[config.mk]
export PLATFORM = sky130hd
export DESIGN_NAME = sdram_burst_colgen
export DESIGN_NICKNAME = d
export VERILOG_FILES = /design/src/rtl/sdram_burst_pkg.sv /design/src/rtl/burst_seq_ctrl.sv /design/src/rtl/burst_addr_map.sv /design/src/rtl/sdram_burst_colgen.sv
export SDC_FILE = /design/constraint.sdc
export NUM_CORES = 1
export LEC_CHECK = 0
export ABC_AREA = 1
export BUFFER_PORTS_ARGS = -buffer_cell sky130_fd_sc_hd__buf_4
export CAP_MARGIN = 40
export CORE_MARGIN = 4
export CORE_UTILIZATION = 25
export DETAILED_ROUTE_END_ITERATION = 7
export SETUP_SLACK_MARGIN = 0.4
export SLEW_MARGIN = 10
export SYNTH_ARGS = -nofsm -noshare
export SYNTH_HDL_FRONTEND = slang
export SYNTH_SLANG_ARGS = --single-unit
export TNS_END_PERCENT = 5
[constraint.sdc]
create_clock -name clk -period 2.95 [get_ports clk]
set_input_delay 0.1475 -clock clk [delete_from_list [all_inputs] [get_ports clk]]
set_output_delay 0.1475 -clock clk [all_outputs]
set_load 0.02 [all_outputs]
[src/rtl/sdram_burst_pkg.sv]
package sdram_burst_pkg;

    typedef enum logic [1:0] {
        S_IDLE  = 2'd0,
        S_BURST = 2'd1,
        S_PAGE  = 2'd2
    } bst_state_t;

    localparam logic [2:0] BLEN_FULL = 3'd7;

    // beats minus one for the finite length codes; zero for other codes
    function automatic logic [2:0] beats_m1(input logic [2:0] code);
        unique case (code)
            3'd0:    beats_m1 = 3'd0;
            3'd1:    beats_m1 = 3'd1;
            3'd2:    beats_m1 = 3'd3;
            3'd3:    beats_m1 = 3'd7;
            default: beats_m1 = 3'd0;
        endcase
    endfunction

    function automatic logic setting_bad(input logic [2:0] code, input logic ilv);
        setting_bad = (code inside {3'd4, 3'd5, 3'd6}) || (code == BLEN_FULL && ilv);
    endfunction

endpackage

[src/rtl/burst_seq_ctrl.sv]
module burst_seq_ctrl
    import sdram_burst_pkg::*;
#(
    parameter int COL_W = 9
) (
    input  logic             clk,
    input  logic             rst_n,
    input  logic             start_i,
    input  logic [COL_W-1:0] col_i,
    input  logic [2:0]       blen_i,
    input  logic             btype_i,
    input  logic             term_i,
    output bst_state_t       state_o,
    output logic [COL_W-1:0] base_o,
    output logic [COL_W-1:0] cnt_o,
    output logic [2:0]       blen_o,
    output logic             btype_o,
    output logic             last_o,
    output logic             err_o
);

    bst_state_t       state_q, state_d;
    logic [COL_W-1:0] cnt_q, cnt_d;
    logic [COL_W-1:0] base_q;
    logic [2:0]       blen_q;
    logic             btype_q;
    logic             err_q;
    logic             bad_start;
    logic             at_end;

    assign bad_start = start_i && setting_bad(blen_i, btype_i);
    assign at_end    = (cnt_q == {{(COL_W-3){1'b0}}, beats_m1(blen_q)});

    always_comb begin
        state_d = state_q;
        cnt_d   = cnt_q;
        if (start_i) begin
            cnt_d = '0;
            if (bad_start)                state_d = S_IDLE;
            else if (blen_i == BLEN_FULL) state_d = S_PAGE;
            else                          state_d = S_BURST;
        end else if (term_i) begin
            state_d = S_IDLE;
        end else begin
            unique case (state_q)
                S_IDLE:  state_d = S_IDLE;
                S_BURST: begin
                    if (at_end) state_d = S_IDLE;
                    else        cnt_d   = cnt_q + 1'b1;
                end
                S_PAGE:  cnt_d = cnt_q + 1'b1;
                default: state_d = S_IDLE;
            endcase
        end
    end

    always_ff @(posedge clk) begin
        if (!rst_n) begin
            state_q <= S_IDLE;
            cnt_q   <= '0;
            base_q  <= '0;
            blen_q  <= '0;
            btype_q <= 1'b0;
            err_q   <= 1'b0;
        end else begin
            state_q <= state_d;
            cnt_q   <= cnt_d;
            err_q   <= bad_start;
            if (start_i && !bad_start) begin
                base_q  <= col_i;
                blen_q  <= blen_i;
                btype_q <= btype_i;
            end
        end
    end

    always_comb begin
        state_o = state_q;
        base_o  = base_q;
        cnt_o   = cnt_q;
        blen_o  = blen_q;
        btype_o = btype_q;
        err_o   = err_q;
        last_o  = (state_q == S_BURST) && at_end;
    end

    // a good start always leads to an active state
    p_launch_r2: assert property (@(posedge clk) disable iff (!rst_n)
        (start_i && !setting_bad(blen_i, btype_i)) |=> (state_o != S_IDLE));
    // terminate alone ends the burst
    p_term_stop_r9: assert property (@(posedge clk) disable iff (!rst_n)
        (term_i && !start_i) |=> (state_o == S_IDLE));
    // a bad start gives an error pulse and no beat
    p_reject_r10: assert property (@(posedge clk) disable iff (!rst_n)
        (start_i && setting_bad(blen_i, btype_i)) |=> (err_o && state_o == S_IDLE));
    // nothing follows the last beat without a new start
    p_finish_r5: assert property (@(posedge clk) disable iff (!rst_n)
        (last_o && !start_i) |=> (state_o == S_IDLE));
    // a full-page run never flags a last beat
    p_page_nolast_r7: assert property (@(posedge clk) disable iff (!rst_n)
        (state_o == S_PAGE) |-> !last_o);

endmodule

[src/rtl/burst_addr_map.sv]
module burst_addr_map
    import sdram_burst_pkg::*;
#(
    parameter int COL_W = 9
) (
    input  logic [COL_W-1:0] base_i,
    input  logic [COL_W-1:0] cnt_i,
    input  logic [2:0]       blen_i,
    input  logic             btype_i,
    output logic [COL_W-1:0] mask_o,
    output logic [COL_W-1:0] col_o
);

    logic [COL_W-1:0] summed;
    logic [COL_W-1:0] mixed;

    always_comb begin
        if (blen_i == BLEN_FULL) mask_o = '1;
        else                     mask_o = {{(COL_W-3){1'b0}}, beats_m1(blen_i)};
        summed = base_i + cnt_i;
        mixed  = btype_i ? (base_i ^ cnt_i) : summed;
        col_o  = (base_i & ~mask_o) | (mixed & mask_o);
    end

endmodule

[src/rtl/sdram_burst_colgen.sv]
module sdram_burst_colgen
    import sdram_burst_pkg::*;
#(
    parameter int PAGE_COLS = 512,
    localparam int COL_W    = $clog2(PAGE_COLS)
) (
    input  logic             clk,
    input  logic             rst_n,
    input  logic             start_i,
    input  logic [COL_W-1:0] col_i,
    input  logic [2:0]       blen_i,
    input  logic             btype_i,
    input  logic             term_i,
    output logic [COL_W-1:0] col_o,
    output logic             valid_o,
    output logic             last_o,
    output logic             err_o
);

    bst_state_t       state;
    logic [COL_W-1:0] base, cnt, mask;
    logic [2:0]       blen_q;
    logic             btype_q;

    burst_seq_ctrl #(.COL_W(COL_W)) u_ctrl (
        .clk     (clk),
        .rst_n   (rst_n),
        .start_i (start_i),
        .col_i   (col_i),
        .blen_i  (blen_i),
        .btype_i (btype_i),
        .term_i  (term_i),
        .state_o (state),
        .base_o  (base),
        .cnt_o   (cnt),
        .blen_o  (blen_q),
        .btype_o (btype_q),
        .last_o  (last_o),
        .err_o   (err_o)
    );

    burst_addr_map #(.COL_W(COL_W)) u_map (
        .base_i  (base),
        .cnt_i   (cnt),
        .blen_i  (blen_q),
        .btype_i (btype_q),
        .mask_o  (mask),
        .col_o   (col_o)
    );

    assign valid_o = (state != S_IDLE);

    // upper column bits hold through a finite burst
    p_high_hold_r5: assert property (@(posedge clk) disable iff (!rst_n)
        (state == S_BURST && !last_o && !start_i && !term_i)
        |=> ((col_o & ~mask) == $past(col_o & ~mask)));
    // full page steps by one, wrapping at the page edge
    p_page_step_r7: assert property (@(posedge clk) disable iff (!rst_n)
        (state == S_PAGE && !start_i && !term_i) |=> (col_o == $past(col_o) + 1'b1));
    // restart shows the new start column immediately
    p_restart_r8: assert property (@(posedge clk) disable iff (!rst_n)
        (start_i && !setting_bad(blen_i, btype_i)) |=> (col_o == $past(col_i)));
    // last only on a valid beat
    p_last_valid_r6: assert property (@(posedge clk) disable iff (!rst_n)
        last_o |-> valid_o);

endmodule

# Word-level counts from Yosys, hierarchy flattened
# Cells that the tools add are included.
dict set report op_classes {
  bitwise_logic 7
  muxes 11
  eq_ne 14
  addsub 2
  reduce_logical 12
}
# operator n
set ops {}
lappend ops {{9-bit two-way mux} 3}
lappend ops {{9-bit AND} 2}
lappend ops {{9-bit case mux with 2 select lines} 1}
lappend ops {{3-bit == test, second input constant} 5}
lappend ops {{2-bit two-way mux} 5}
lappend ops {{9-bit by 1-bit adder with 9-bit output, second input constant} 1}
lappend ops {{9-bit adder} 1}
lappend ops {{9-bit by 3-bit == test with 1-bit output} 1}
lappend ops {{9-bit inverter} 1}
lappend ops {{9-bit bitwise OR} 1}
lappend ops {{3-bit case mux with 3 select lines} 1}
lappend ops {{9-bit XOR} 1}
lappend ops {{3-bit by 2-bit == test with 1-bit output, second input constant} 2}
lappend ops {{1-bit logical AND} 4}
lappend ops {{4-bit by 3-bit != test with 1-bit output, second input constant} 1}
lappend ops {{2-bit case mux with 2 select lines} 1}
lappend ops {{2-bit nonzero test} 2}
lappend ops {{3-bit by 1-bit == test with 1-bit output, second input constant} 1}
lappend ops {{3-bit != test, second input constant} 1}
lappend ops {{3-bit AND reduction} 1}
lappend ops {{3-bit nonzero test} 1}
lappend ops {{2-bit by 1-bit == test with 1-bit output, second input constant} 1}
lappend ops {{2-bit == test, second input constant} 1}
lappend ops {{2-bit != test, second input constant} 1}
lappend ops {{other kinds (5)} 6}
dict set report word_totals {
  elab_cells 52
  input_bits 17
  ff_bits 25
  output_inout_bits 12
}

# Depth between registers and ports, before layout
dict set report logic_depth {
  word_depth 7
  ltp_mapped 12
  mapped_depth_nobuf 12
}

# Modules after synthesis
# A second synthesis with hierarchy kept.
dict set report unflattened {
  hier_cells 273
  area_unflattened_um2 1845.5
}
# module seq_area_each_um2 cells_per_inst n_inst area_each_um2
set by_module_without_submodules {}
lappend by_module_without_submodules {burst_seq_ctrl 500.5 162 1 1216.2}
lappend by_module_without_submodules {burst_addr_map 0.0 108 1 618.1}
lappend by_module_without_submodules {sdram_burst_colgen 0.0 3 1 11.3}

# Least setup slack after synthesis
# OpenSTA, ideal clock, no wires.
dict set report synth_path {
  kind {register -> output}
  start {register u_ctrl.cnt_q[0], in the netlist u_ctrl.cnt_o[0]}
  end {output col_o[4]}
  n_path_buf 0
  path_slack_ns 1.112
  path_stages_with_launch 8
  t_arrival_ns 1.691
  t_required_ns 2.803
  cell_sequence {dfxtp_1 -> ha_1 -> fa_1 -> nand3_1 -> nand2_1 -> nand2_1 -> xor2_1 -> o21ai_0}
}
dict set report synth_via {
  elab_chain_len 4
}
# item line_no
set synth_lines {}
lappend synth_lines {{start, declared} burst_seq_ctrl.sv:23} ;# logic [COL_W-1:0] cnt_q, cnt_d;
lappend synth_lines {{start signal, assigned} burst_seq_ctrl.sv:67} ;# cnt_q <= cnt_d;
lappend synth_lines {{9-bit adder} burst_addr_map.sv:20} ;# summed = base_i + cnt_i;
lappend synth_lines {{9-bit two-way mux} burst_addr_map.sv:21} ;# mixed = btype_i ? (base_i ^ cnt_i) : summed;
lappend synth_lines {{9-bit AND} burst_addr_map.sv:22} ;# col_o = (base_i & ~mask_o) | (mixed & mask_o);
lappend synth_lines {{9-bit bitwise OR} burst_addr_map.sv:22}
lappend synth_lines {{end, declared} sdram_burst_colgen.sv:14} ;# output logic [COL_W-1:0] col_o,
# Every way passes these cells.

# Worst setup path in the final report
dict set report layout_path {
  start {register u_ctrl.cnt_q[0], in the netlist u_ctrl.cnt_o[0]}
  end {output col_o[8]}
}
# Same word-level chain as after synthesis.

==> results by group <==
Drt
  – DRT antenna net count: 0
  – Post-Route WL: 4.08 mm
  – Vias per cell: 4.59
  – DR iter-0 viols: about 110
  – WL/cell: between 10 and 15 um
  – Drt first pass iters: 4
  – Via count: 1,681
  – DRC violation count after routing: 0

Floorplanning
  – Initial Utilization: approximately a quarter
  – Row count: 29
  – I/O Pins: 29
  – Die Area: between 0.008 and 0.009 mm2
  – Horiz. Die Dim: about 91 um
  – Core area: between 0.006 and 0.007 mm2
  – Die Ht: between 90 and 100 um

Power
  – Peak VDD IR: around 0.24 mV
  – LEAKAGE: approximately 0.99 nW
  – Power Dens Cells: between 300 and 400 mW/mm2

Clock network
  – CTS resizes: 0
  – CTS Buf Count: 3
  – Root buffer cell: clkbuf_8
  – CTS sink count: 25
  – TritonCTS clock tree: built
  – Post-CTS Hold Buffers: 0
  – Worst skew pair latency: 270 ps
  – Clock-pin slew on the worst setup and hold paths: 90 ps
  – Post-CTS setup buffer count: 0
  – H-tree depth: 1
  – Deepest clock path buffer count: 2

Cells and area
  – Nets: 320
  – Synth-to-Final Area Change: 19.9%
  – Layout cell share with drive strength beyond 1: around 16%
  – Post-route cell area: approximately 0.0020 mm2
  – Diodes inserted: 0

Critical path
  – FF-to-FF End: u_ctrl.cnt_o[8]$_SDFFE_PP0P_
  – Critical Path RT: 2800 ps
  – Critical Path Fanout Max: 6
  – Most frequent CP cell: nand2_1
  – Slowest CP cell: fa_1
  – Crit Path Class: reg2out
  – CP delay by family, top: simple AND/OR/NAND/NOR gates
  – Crit path capture type: output port
  – Worst setup SP type: flip-flop
  – Bufs and invs on worst path: 1
  – Slowest stage delay, CP: roughly 400 ps
  – CP Cell Sequence: ha_1 -> fa_1 -> nand3_1 -> nand2_1 -> nand3_1 -> nand2_1 -> nand2_1 -> nand2_1 -> nand2_1 -> nand2_1 -> nand2_1 -> nand2_1 -> buf_4
  – Cell depth of the worst flop-to-flop path: 6
  – Critical path arrival: ~2100 ps
  – FF-to-FF setup slack: around 1400 ps
  – Reg-to-reg startpoint: u_ctrl.cnt_o[1]$_SDFFE_PP0P_

Yosys
  – Largest cells by area after synthesis: dfxtp_1 29%, nand2_1 16%, ha_1 8.8%, nor2_1 7.7%, xor2_1 5.6%
  – Number of flops mapped to enable cells by yosys: 0
  – Top cells by count, synth: 74 x nand2_1, 35 x nor2_1, 25 x dfxtp_1, 25 x inv_1, 18 x a21oi_1
  – Seq cells post-synth: 25
  – Area leader, netlist: dfxtp_1
  – Most frequent cell after synthesis: nand2_1
  – Synth Net Count: 290
  – Gate Count Post-Synth: between 200 and 300
  – Avg Cell Area, Syn: between 6 and 7 um2
  – Ys async rst share: 0%
  – Sequential-to-total area share from yosys stat: 29.3%
  – Primary FF master, synth: dfxtp_1
  – Post-synth top area share: between 20 and 30%
  – Synth warn: 0
  – Distinct cells, synth: 28
  – Post-Syn Area: 0.00171 mm2

STA
  – Final Hold Fails: 0
  – Slew HR: between 70% and 80%
  – Slew @ Worst Pin: about 440 ps
  – Max Clock Freq: about 450 MHz
  – Final worst setup slack: approximately 720 ps
  – Final setup violation count: 0
  – RSZ-0062 raised after global routing: false
  – Final clock skew: approximately 4.5 ps
  – Slew Viols, Final: 0
  – Setup TNS: 0 ps
  – Final period util: between 70% and 80%
  – Final min period: between 2000 and 2500 ps

Min path
  – Worst Hold End: u_ctrl.base_o[2]$_SDFFE_PN0P_
  – Hold path start: col_i[2]
  – Worst min path class: in2reg
  – WHS Path Cells: 3

Run status
  – Status: finished, final reports clean

Global routing
  – Initial antenna violation count: 0
  – Gr usage total: approximately 10%
  – Vias in the first global route: about 1,600
  – Largest net degree at the start of global routing: 15
  – First-pass GRT wire length: slightly above 7 mm
  – Total grt overflow: 0

Placed design
  – PortBufs: 28
  – Placed instance area: 0.00200 mm2
  – Dpl ws: roughly 1000 ps
  – DP HPWL: ~3.3 mm
  – Routability congestion estimate from global placement: between 0.8 and 0.9

Flow run
  – Max cap viols: 0
-- report_power, final --
part	total [mW]	switching [mW]	internal [mW]
Sequential	0.367	0.0150	0.352
Combinational	0.146	0.0844	0.0618
Clock	0.208	0.113	0.0946
Total	0.720	0.212	0.508
-- how the worst max path moves through the flow --
stage / start / endpoint / slack [ps] / cells after the start
2_1_floorplan: u_ctrl.cnt_o[0]$_SDFFE_PP0P_ / col_o[4] / 1110 / 7
3_3_place_gp: u_ctrl.cnt_o[0]$_SDFFE_PP0P_ / col_o[8] / 1070 / 13
3_5_place_dp: u_ctrl.cnt_o[0]$_SDFFE_PP0P_ / col_o[8] / 1040 / 12
4_1_cts: u_ctrl.cnt_o[0]$_SDFFE_PP0P_ / col_o[8] / 720 / 13
5_1_grt: u_ctrl.cnt_o[0]$_SDFFE_PP0P_ / col_o[8] / 520 / 13
6_report: u_ctrl.cnt_o[0]$_SDFFE_PP0P_ / col_o[8] / 720 / 13
-- logic make-up after synthesis --
| group | share of synthesized area [%] |
|---|---|
| compound gates | 11.6 |
| xor+xnor | 6.15 |
| fa+ha+maj | 9.96 |
| buf+inv | 7.47 |
| flops | 29.3 |
| mux | 0.659 |
| simple gates | 34.9 |
-- cell usage in the layout, fill, tap and decap left out, types with 3 or more instances in the layout --
master    instances
dfxtp_1          25
buf_4            29
nand2_2           4
nor2_1           35
a21oi_1          18
o21ai_0          16
nand4_1           6
inv_1            25
ha_1             12
clkbuf_8          3
xor2_1           11
nand2_1          74
nand3_1          14
-- per-layer routing --
metal  global-route usage, %  vias up  wire length [um]
met5                       0        -                 0
met4                    2.30        0                31
met3                    2.67        2               191
met2                    17.1       30              1790
met1                    13.6      759              2060
li1                        -      890                 -
-- final cells by class --
class                      instances  area, um2
timing repair buffer              29        218
clock buffer                       3       41.3
tap                               77       96.3
fill                             714       4450
multi-input combinational        203       1080
sequential                        25        500
inverter                          28        108
clock inverter                     1       5.00
-- per-stage QoR --
step	power [mW]	hold slack [ps]	util [%]	std cells
after CTS	0.735	84.4	31.6	366
final	0.720	89.9	31.6	366
after global routing	0.768	97.2	31.6	366
after detailed placement	0.523	375	30.8	362
after floorplan	0.463	268	-	260
after global placement	0.521	371	30.8	362
-- worst register-to-register path, delay by kind of cell (launching register included) --
family	cells	cell delay [ps]
DFF	1	500
and+or+nand+nor	3	460
adders and majority gates	1	270
xor gates and xnor gates	1	170
AOI/OAI and AO/OA	1	110
-- state kept, by name (all words and copies together), names as in the netlist --
signal and count:
u_ctrl.base_o 9, u_ctrl.blen_o 3, u_ctrl.btype_o 1, u_ctrl.cnt_o 9
u_ctrl.err_o 1, u_ctrl.state_o 2
Power figures use the tool's default switching activity.
